==> src/rtl/pwrup_cal_pkg.sv <==
package pwrup_cal_pkg;

    typedef enum logic [2:0] {
        ST_PDN   = 3'd0,
        ST_ALIGN = 3'd1,
        ST_MEAS  = 3'd2,
        ST_CAL   = 3'd3,
        ST_RUN   = 3'd4
    } seq_state_t;

    localparam int unsigned NUM_CLK = 2;
    localparam int unsigned IDX_MCLK = 0;
    localparam int unsigned IDX_FCLK = 1;

    function automatic logic ratio_in_set(input int unsigned r,
                                          input int unsigned a,
                                          input int unsigned b,
                                          input int unsigned c);
        return (r == a) || (r == b) || (r == c);
    endfunction

endpackage

==> src/rtl/clk_presence_mon.sv <==
module clk_presence_mon #(
    parameter int unsigned MISS_LIMIT = 1200
) (
    input  logic clk,
    input  logic rst,
    input  logic pin,
    output logic rise,
    output logic present
);
    localparam int unsigned CW = $clog2(MISS_LIMIT + 1);
    localparam logic [CW-1:0] LIMIT = CW'(MISS_LIMIT);

    logic [2:0]    sync_q;
    logic [CW-1:0] idle_cnt;

    always_ff @(posedge clk) begin
        if (rst) begin
            sync_q   <= '0;
            idle_cnt <= LIMIT;
        end else begin
            sync_q <= {sync_q[1:0], pin};
            if (rise)
                idle_cnt <= '0;
            else if (idle_cnt != LIMIT)
                idle_cnt <= idle_cnt + 1'b1;
        end
    end

    assign rise    = sync_q[1] & ~sync_q[2];
    assign present = (idle_cnt != LIMIT);

    assert_present_after_edge_R2: assert property (@(posedge clk) disable iff (rst)
        rise |=> present);

endmodule

==> src/rtl/fmt_change_filter.sv <==
module fmt_change_filter #(
    parameter int unsigned FMT_W    = 2,
    parameter int unsigned FMT_HOLD = 3
) (
    input  logic             clk,
    input  logic             rst,
    input  logic [FMT_W-1:0] fmt_pin,
    input  logic             frame_rise,
    input  logic             track,
    output logic             recal_req
);
    localparam int unsigned HW = $clog2(FMT_HOLD + 1);
    localparam logic [HW-1:0] HOLD_LAST = HW'(FMT_HOLD - 1);

    logic [FMT_W-1:0] s1_q, s2_q, committed_q, cand_q;
    logic [HW-1:0]    hold_cnt;

    always_ff @(posedge clk) begin
        if (rst) begin
            s1_q        <= '0;
            s2_q        <= '0;
            committed_q <= '0;
            cand_q      <= '0;
            hold_cnt    <= '0;
            recal_req   <= 1'b0;
        end else begin
            s1_q      <= fmt_pin;
            s2_q      <= s1_q;
            recal_req <= 1'b0;
            if (track) begin
                committed_q <= s2_q;
                cand_q      <= s2_q;
                hold_cnt    <= '0;
            end else if (s2_q == committed_q) begin
                cand_q   <= s2_q;
                hold_cnt <= '0;
            end else if (s2_q != cand_q) begin
                cand_q   <= s2_q;
                hold_cnt <= '0;
            end else if (frame_rise) begin
                if (hold_cnt == HOLD_LAST) begin
                    committed_q <= cand_q;
                    hold_cnt    <= '0;
                    recal_req   <= 1'b1;
                end else begin
                    hold_cnt <= hold_cnt + 1'b1;
                end
            end
        end
    end

    assert_req_single_R7: assert property (@(posedge clk) disable iff (rst)
        recal_req |=> !recal_req);

endmodule

==> src/rtl/seq_fsm.sv <==
module seq_fsm
    import pwrup_cal_pkg::*;
#(
    parameter int unsigned RATIO_W    = 10,
    parameter int unsigned RATIO_A    = 256,
    parameter int unsigned RATIO_B    = 384,
    parameter int unsigned RATIO_C    = 512,
    parameter int unsigned CAL_FRAMES = 2700
) (
    input  logic               clk,
    input  logic               rst,
    input  logic               m_rise,
    input  logic               m_ok,
    input  logic               f_rise,
    input  logic               f_ok,
    input  logic               recal_req,
    output logic               track,
    output logic               pwr_en,
    output logic               flt_rst,
    output logic               cal_busy,
    output logic [RATIO_W-1:0] ratio
);
    localparam int unsigned CAL_W = $clog2(CAL_FRAMES + 1);
    localparam logic [CAL_W-1:0] CAL_LAST = CAL_W'(CAL_FRAMES - 1);

    seq_state_t         state;
    logic [RATIO_W-1:0] mcnt, ratio_q, meas_next;
    logic [RATIO_W:0]   meas_sum;
    logic [CAL_W-1:0]   cal_cnt;
    logic               clocks_ok;

    assign clocks_ok = m_ok & f_ok;
    assign meas_sum  = {1'b0, mcnt} + {{RATIO_W{1'b0}}, m_rise};
    assign meas_next = meas_sum[RATIO_W] ? {RATIO_W{1'b1}} : meas_sum[RATIO_W-1:0];

    always_ff @(posedge clk) begin
        if (rst) begin
            state   <= ST_PDN;
            mcnt    <= '0;
            ratio_q <= '0;
            cal_cnt <= '0;
        end else if (!clocks_ok) begin
            state   <= ST_PDN;
            ratio_q <= '0;
        end else begin
            case (state)
                ST_PDN: begin
                    ratio_q <= '0;
                    state   <= ST_ALIGN;
                end
                ST_ALIGN: begin
                    if (f_rise) begin
                        mcnt  <= '0;
                        state <= ST_MEAS;
                    end
                end
                ST_MEAS: begin
                    if (f_rise) begin
                        if (ratio_in_set(32'(meas_next), RATIO_A, RATIO_B, RATIO_C)) begin
                            ratio_q <= meas_next;
                            cal_cnt <= '0;
                            state   <= ST_CAL;
                        end else begin
                            state <= ST_PDN;
                        end
                    end else begin
                        mcnt <= meas_next;
                    end
                end
                ST_CAL: begin
                    if (recal_req)
                        cal_cnt <= '0;
                    else if (f_rise) begin
                        if (cal_cnt == CAL_LAST)
                            state <= ST_RUN;
                        else
                            cal_cnt <= cal_cnt + 1'b1;
                    end
                end
                ST_RUN: begin
                    if (recal_req) begin
                        cal_cnt <= '0;
                        state   <= ST_CAL;
                    end
                end
                default: state <= ST_PDN;
            endcase
        end
    end

    assign track    = (state == ST_PDN) || (state == ST_ALIGN) || (state == ST_MEAS);
    assign pwr_en   = (state == ST_CAL) || (state == ST_RUN);
    assign flt_rst  = ~pwr_en;
    assign cal_busy = (state == ST_CAL);
    assign ratio    = ratio_q;

    assert_loss_to_pdn_R6: assert property (@(posedge clk) disable iff (rst)
        !clocks_ok |=> (state == ST_PDN));

    assert_powered_ratio_R4: assert property (@(posedge clk) disable iff (rst)
        pwr_en |-> ratio_in_set(32'(ratio_q), RATIO_A, RATIO_B, RATIO_C));

    assert_run_entry_R4: assert property (@(posedge clk) disable iff (rst)
        (state == ST_RUN && $past(state) != ST_RUN) |-> ($past(state) == ST_CAL));

    assert_pdn_ratio_zero_R5: assert property (@(posedge clk) disable iff (rst)
        (state == ST_PDN && $past(state) == ST_PDN) |-> (ratio_q == '0));

endmodule

==> src/rtl/pwrup_cal_seq.sv <==
module pwrup_cal_seq
    import pwrup_cal_pkg::*;
#(
    parameter int unsigned RATIO_W    = 10,
    parameter int unsigned RATIO_A    = 256,
    parameter int unsigned RATIO_B    = 384,
    parameter int unsigned RATIO_C    = 512,
    parameter int unsigned CAL_FRAMES = 2700,
    parameter int unsigned FMT_W      = 2,
    parameter int unsigned FMT_HOLD   = 3,
    parameter int unsigned MISS_LIMIT = 1200
) (
    input  logic               clk_ref,
    input  logic               rst,
    input  logic               mclk_in,
    input  logic               fclk_in,
    input  logic [FMT_W-1:0]   fmt_sel,
    output logic               pwr_en,
    output logic               flt_rst,
    output logic               cal_busy,
    output logic [RATIO_W-1:0] ratio
);
    logic [NUM_CLK-1:0] pins, rises, oks;
    logic               track, recal_req;

    assign pins[IDX_MCLK] = mclk_in;
    assign pins[IDX_FCLK] = fclk_in;

    for (genvar g = 0; g < NUM_CLK; g++) begin : g_mon
        clk_presence_mon #(.MISS_LIMIT(MISS_LIMIT)) u_mon (
            .clk     (clk_ref),
            .rst     (rst),
            .pin     (pins[g]),
            .rise    (rises[g]),
            .present (oks[g])
        );
    end

    fmt_change_filter #(.FMT_W(FMT_W), .FMT_HOLD(FMT_HOLD)) u_fmt (
        .clk        (clk_ref),
        .rst        (rst),
        .fmt_pin    (fmt_sel),
        .frame_rise (rises[IDX_FCLK]),
        .track      (track),
        .recal_req  (recal_req)
    );

    seq_fsm #(
        .RATIO_W(RATIO_W), .RATIO_A(RATIO_A), .RATIO_B(RATIO_B),
        .RATIO_C(RATIO_C), .CAL_FRAMES(CAL_FRAMES)
    ) u_fsm (
        .clk       (clk_ref),
        .rst       (rst),
        .m_rise    (rises[IDX_MCLK]),
        .m_ok      (oks[IDX_MCLK]),
        .f_rise    (rises[IDX_FCLK]),
        .f_ok      (oks[IDX_FCLK]),
        .recal_req (recal_req),
        .track     (track),
        .pwr_en    (pwr_en),
        .flt_rst   (flt_rst),
        .cal_busy  (cal_busy),
        .ratio     (ratio)
    );

endmodule

==> config.mk <==
export PLATFORM = sky130hd
export DESIGN_NAME = pwrup_cal_seq
export DESIGN_NICKNAME = d
export VERILOG_FILES = /design/src/rtl/pwrup_cal_pkg.sv /design/src/rtl/clk_presence_mon.sv /design/src/rtl/fmt_change_filter.sv /design/src/rtl/seq_fsm.sv /design/src/rtl/pwrup_cal_seq.sv
export SDC_FILE = /design/constraint.sdc
export NUM_CORES = 1
export LEC_CHECK = 0
export ABC_CLOCK_PERIOD_IN_PS = 3550
export BUFFER_PORTS_ARGS = -buffer_cell sky130_fd_sc_hd__buf_2
export CORE_MARGIN = 2
export CORE_UTILIZATION = 40
export DETAILED_ROUTE_END_ITERATION = 8
export SLEW_MARGIN = 0
export SYNTH_ARGS = -nofsm -noshare
export SYNTH_HDL_FRONTEND = slang
export SYNTH_SLANG_ARGS = --single-unit
==> constraint.sdc <==
create_clock -name clk_ref -period 3.55 [get_ports clk_ref]
set_input_delay 0.1775 -clock clk_ref [delete_from_list [all_inputs] [get_ports clk_ref]]
set_output_delay 0.1775 -clock clk_ref [all_outputs]
set_load 0.1 [all_outputs]
==> results of run 1 <==
## cells in the mapped netlist (4+ instances only)
cell / number / area share
dfxtp_1: 74 / 0.40
nor2_1: 50 / 0.050
nand2_1: 26 / 0.026
nand3_1: 26 / 0.035
a21oi_1: 23 / 0.031
nor2b_1: 15 / 0.025
nand2b_1: 14 / 0.024
xor2_1: 14 / 0.033
xnor2_1: 12 / 0.028
nor3_1: 11 / 0.015
inv_1: 10 / 0.010
and2_1: 8 / 0.013
o21ai_0: 8 / 0.011
clkbuf_1: 7 / 0.0071
ha_1: 7 / 0.024
a211oi_1: 6 / 0.012
mux2i_1: 6 / 0.016
nand4_1: 6 / 0.010
o21bai_1: 6 / 0.012
a21o_1: 5 / 0.010
o211ai_1: 5 / 0.010
a41oi_1: 4 / 0.0094
and3_1: 4 / 0.0067
buf_4: 4 / 0.0081
nor4bb_1: 4 / 0.011
o21a_1: 4 / 0.0081
## worst max-delay path: stages (launching register included)
cell       delay [ns]
dfxtp_1          0.32
nor2b_1          0.18
ha_1             0.35
ha_1             0.46
a21bo_2          0.27
a211o_1          0.26
a32oi_2          0.20
a2111oi_4        0.11
buf_4            0.17
a311oi_4         0.50
and2_1           0.19
## metal layers
metal  wire length [um]  global-route usage  up-vias
li1                   -                   -     1519
met1               3690               0.209     1437
met2               3460               0.246       53
met3                200              0.0292       11
met4                170              0.0801        0
met5                  0                   0        -
## path summary, 6_finish.rpt
path / start / endpoint / slack [ns]
max: g_mon[0].u_mon.sync_q[1] / u_fsm.ratio[0] / 0.48
min: fmt_sel[0] / u_fmt.s1_q[0] / 0.05
max reg2reg: g_mon[0].u_mon.sync_q[1] / u_fsm.ratio[0] / 0.48
min reg2reg: u_fmt.s1_q[0] / u_fmt.s2_q[0] / 0.44
## state kept, by name (all words and copies together), names as in the netlist
signal and flops:
u_fmt.cand_q 2, g_mon.u_mon.sync_q 6, u_fmt.committed_q 2, u_fsm.cal_cnt 12, u_fmt.hold_cnt 2, u_fsm.ratio 10, u_fmt.s2_q 2, u_fmt.s1_q 2
u_fsm.state 3, g_mon.u_mon.idle_cnt 22, u_fmt.recal_req 1, u_fsm.mcnt 10
## power groups by stage
stage,sequential (mW),combinational (mW),clock (mW)
4_1_cts,0.907,0.228,0.830
2_1_floorplan,0.911,0.191,0
5_1_grt,0.915,0.260,0.869
3_5_place_dp,0.926,0.227,0
6_report,0.907,0.223,0.811
3_3_place_gp,0.926,0.221,0
## cell families after synthesis
group	after synthesis
compound gates	91
xor+xnor	26
fa+ha+maj	7
buf+inv	28
flops	74
mux	7
simple gates	183
## layout make-up
class | count | area share
clock buffers | 10 | 0.0333
clock inverters | 6 | 0.0275
inverters | 10 | 0.00908
multi-input cells | 314 | 0.506
flip-flops and latches | 74 | 0.358
well taps | 111 | 0.0336
repair buffers | 24 | 0.0327
## through the flow
step,total power [mW],hold WS (ns),util
2_1_floorplan,1.10,0.306,-
3_3_place_gp,1.15,0.393,0.426
3_5_place_dp,1.15,0.402,0.426
4_1_cts,1.96,0.0295,0.454
5_1_grt,2.04,0.0385,0.454
6_report,1.94,0.0462,0.454
==> results.json, run 1 <==
{
  "outcome": "completed",
  "timing.fmax_mhz": 325,
  "required_ns": 3.84,
  "dieWidth_um": 100,
  "tightest_slew_ns": 0.637,
  "tns_ns": 0,
  "r2r_cells": 10,
  "synth_ff_type": "dfxtp_1",
  "async_flop_share": 0,
  "finalCriticalPeriod_ns": 3.07,
  "wl_per_cell_um": 13.7,
  "multi_input_area_um2": 2090,
  "synth-compound-area-share": 0.196,
  "max_cap_viol_count": 0,
  "hold_violations": 0,
  "startpoint_type": "flop",
  "p_int_mw": 1.44,
  "end_kind": "flop",
  "syn_to_final_growth_pct": 11.2,
  "rsz0062_at_grt": "no",
  "dr.pass1.iters": 6,
  "vias": 3020,
  "setup_viol": 0,
  "antenna_found_initial": 0,
  "routabilityCongestion": 0.816,
  "maxSlewHeadroom": 0.574,
  "grt_pass1_vias": 2793,
  "pwr-share-comb": 0.115,
  "p_sw_uw": 499,
  "clk_pin_slew_ns": 0.08,
  "hpwl_um": 5200,
  "post_dp_cell_area_um2": 3880,
  "synth.ff_latch_count": 74,
  "fp.coreArea_um2": 9110,
  "critPathKind": "reg2reg",
  "cts_buffers": 9,
  "synthesis.nets": 429,
  "syn_area_um2": 3720,
  "powerDensity_nw_per_um2": 469,
  "die_h_um": 100,
  "swShare": 0.257,
  "drive_gt1_frac": 0.142,
  "layout_common_cells": "dfxtp_1 (74), nor2_1 (50), nand2_1 (26), nand3_1 (26), a21oi_1 (23)",
  "cp.arrival_ns": 3.37,
  "synthCells": 416,
  "hp-class": "in2reg",
  "cts_setup_buffers": 0,
  "dp_worst_setup_slack_ns": 0.472,
  "period_share": 0.865,
  "path_max_fanout": 11,
  "synthMuxAreaShare": 0.0192,
  "stdcell_area_um2": 4140,
  "avgViaCountPerCell": 5.50,
  "dp.cells": 533,
  "slew_violations": 0,
  "synth_xor_area_frac": 0.0612,
  "start_util": 0.408,
  "setup_ws_ns": 0.477,
  "h-tree-depth": 3,
  "root_buffer": "clkbuf_8",
  "clk_latency_ns": 0.35,
  "drt_iter0_drc": 129,
  "ir_drop_v": 0.000206,
  "ctsLongestPathBuffers": 2,
  "ant_nets": 0,
  "power_frac_seq": 0.467,
  "synth_adder_area_share": 0.0235,
  "leakage_nw": 1.52,
  "skew_ns": 0.0128,
  "fin_cells": 549,
  "pwr-share-clk": 0.418,
  "drt-total-wl_um": 7510,
  "placementRows": 35,
  "grt-ovfl-total": 0,
  "ioPinCount": 19,
  "avgSynthCellArea_um2": 8.94,
  "grt_usage": 0.158,
  "grt_first_pass_wirelength_um": 12800,
  "die_area_um2": 10100,
  "cts_resized": 0,
  "clkSinkCount": 74,
  "final_common_cell": "dfxtp_1",
  "layout.nets": 446,
  "fillers": 890,
  "synth_seq_area_share": 0.398,
  "whs_path_depth": 2,
  "antenna_cells": 0,
  "synth_edf_count": 0,
  "drc_errors": 0,
  "synth_top_family_by_area": "simple AND/OR/NAND/NOR gates",
  "ctsHoldBuffers": 0,
  "io_buffers": 18,
  "grt_max_degree": 34,
  "cts_tree": "done",
  "yosys.area_share.simple": 0.262,
  "ys_warn_count": 0,
  "seqCellArea_um2": 1480,
  "synth_cell_types": 64
}
Power figures use the tool's default switching activity.
==> run 2, diff against run 1 <==
PLACE_DENSITY = 0.67   (was unset)
==> run 2 against run 1 <==
Non-clock buffer count stayed put. Clock power is 15% lower. Global-route usage is 0.36 points lower. Total power is 5.9% lower. Utilization is 0.43 points lower. Final area is 0.94% lower. Worst setup slack better by 0.13 ns. Routed wire length is 2.3% lower. Critical endpoint is now u_fsm.cal_cnt[1]. Largest cell class unchanged. Die area stayed put. First-iteration DRC count is 41% lower. Maximum frequency is 4.3% higher. Sequential cell count stayed put.
==> results.json, run 2 (synthesis gave the netlist of run 1 again) <==
{
  "layout.nets": 446,
  "maxSlewHeadroom": 0.556,
  "path_max_fanout": 11,
  "timing.fmax_mhz": 339,
  "die_h_um": 100,
  "power_mw": 1.83,
  "grt_first_pass_wirelength_um": 12600,
  "ctsHoldBuffers": 0,
  "final_common_cell": "dfxtp_1",
  "h-tree-depth": 3,
  "grt_usage": 0.154,
  "end_kind": "flop",
  "wl_per_cell_um": 13.4,
  "dr.pass1.iters": 4,
  "start_util": 0.408,
  "die_area_um2": 10100,
  "cts_resized": 0,
  "skew_ns": 0.00639,
  "period_share": 0.830,
  "fp.coreArea_um2": 9110,
  "tightest_slew_ns": 0.665,
  "dp.cells": 533,
  "cts_tree": "done",
  "routabilityCongestion": 0.909,
  "largest_reg_flops": 22,
  "drc_errors": 0,
  "grt_pass1_vias": 2747,
  "ioPinCount": 19,
  "drt_iter0_drc": 76,
  "max_cap_viol_count": 0,
  "clk_pin_slew_ns": 0.08,
  "grt-ovfl-total": 0,
  "hold_violations": 0,
  "syn_to_final_growth_pct": 10.1,
  "io_buffers": 18,
  "cts_setup_buffers": 0,
  "rsz0062_at_grt": "no",
  "required_ns": 3.83,
  "outcome": "completed",
  "clk_latency_ns": 0.35,
  "cts_buffers": 9,
  "layout_common_cells": "dfxtp_1 (74), nor2_1 (50), nand2_1 (26), nand3_1 (26), a21oi_1 (23)",
  "startpoint_type": "flop",
  "hpwl_um": 5150,
  "fillers": 889,
  "ctsLongestPathBuffers": 2,
  "cp.arrival_ns": 3.23,
  "top_register": "g_mon.u_mon.idle_cnt",
  "dieWidth_um": 100,
  "powerDensity_nw_per_um2": 446,
  "tns_ns": 0,
  "antenna_found_initial": 0,
  "top_regs": "g_mon.u_mon.idle_cnt: 22 flops, u_fsm.cal_cnt: 12 flops",
  "drt-total-wl_um": 7340,
  "antenna_cells": 0,
  "drive_gt1_frac": 0.142,
  "critPathKind": "reg2reg",
  "setup_viol": 0,
  "avgViaCountPerCell": 5.44,
  "clkSinkCount": 74,
  "ant_nets": 0,
  "ir_drop_v": 0.000192,
  "hp-class": "in2reg",
  "vias": 2984,
  "fin_cells": 549,
  "slew_violations": 0,
  "finalCriticalPeriod_ns": 2.95,
  "grt_max_degree": 36,
  "root_buffer": "clkbuf_8",
  "placementRows": 35,
  "leakage_nw": 1.50
}
run 2: cell count changes in the layout (fill, tap and decap cells not counted):
cell | before | now
bufinv_16 | 3 | 1
clkbuf_8 | 10 | 11
clkinv_4 | 1 | 0
clkinvlp_4 | 2 | 3
inv_6 | 0 | 1
run 2: path summary, 6_finish.rpt:
| check | cells past startpoint | end | slack, ns | startpoint |
|---|---|---|---|---|
| max | 10 | u_fsm.cal_cnt[1] | 0.60 | g_mon[0].u_mon.sync_q[1] |
| min reg2reg | 1 | u_fmt.s2_q[0] | 0.44 | u_fmt.s1_q[0] |
| max reg2reg | 10 | u_fsm.cal_cnt[1] | 0.60 | g_mon[0].u_mon.sync_q[1] |
| min | 2 | g_mon[0].u_mon.sync_q[0] | 0.04 | mclk_in |
run 2: stage by stage:
stage	setup WS [ns]	area (um^2)	utilization	hold WS, ns
after floorplan	0.291	3720	-	0.306
after global placement	0.730	3880	0.426	0.406
after detailed placement	0.601	3880	0.426	0.401
after CTS	0.584	4100	0.450	0.0278
after global routing	0.335	4100	0.450	0.0332
final	0.604	4100	0.450	0.0422
run 2: final cells by class:
cell class,count,area [um^2],share of cell area
Clock buffer,11,151,0.0370
Multi-Input combinational cell,314,2090,0.510
Clock inverter,5,61.3,0.0150
Inverter,10,37.5,0.00916
Timing Repair Buffer,24,135,0.0330
Tap cell,111,139,0.0339
Sequential cell,74,1480,0.362
run 2: worst max-delay path, cell delays in order (launching register included):
cell	delay (ns)
dfxtp_1	0.32
nor2b_1	0.17
ha_1	0.34
ha_1	0.44
nand3b_4	0.22
a211o_1	0.14
a32oi_2	0.06
a2111oi_4	0.59
o21a_1	0.20
buf_4	0.20
mux2i_1	0.20
run 2: per-layer routing:
layer | vias up | part of all wire | GRT usage
met5 | - | 0 | 0
li1 | 1522 | - | -
met3 | 9 | 0.022 | 0.0334
met4 | 0 | 0.016 | 0.0611
met2 | 34 | 0.47 | 0.260
met1 | 1419 | 0.49 | 0.192
run 2: where the power goes:
group	switching, mW	internal [mW]
clock	0.326	0.365
sequential	0.0424	0.865
combinational	0.136	0.0922
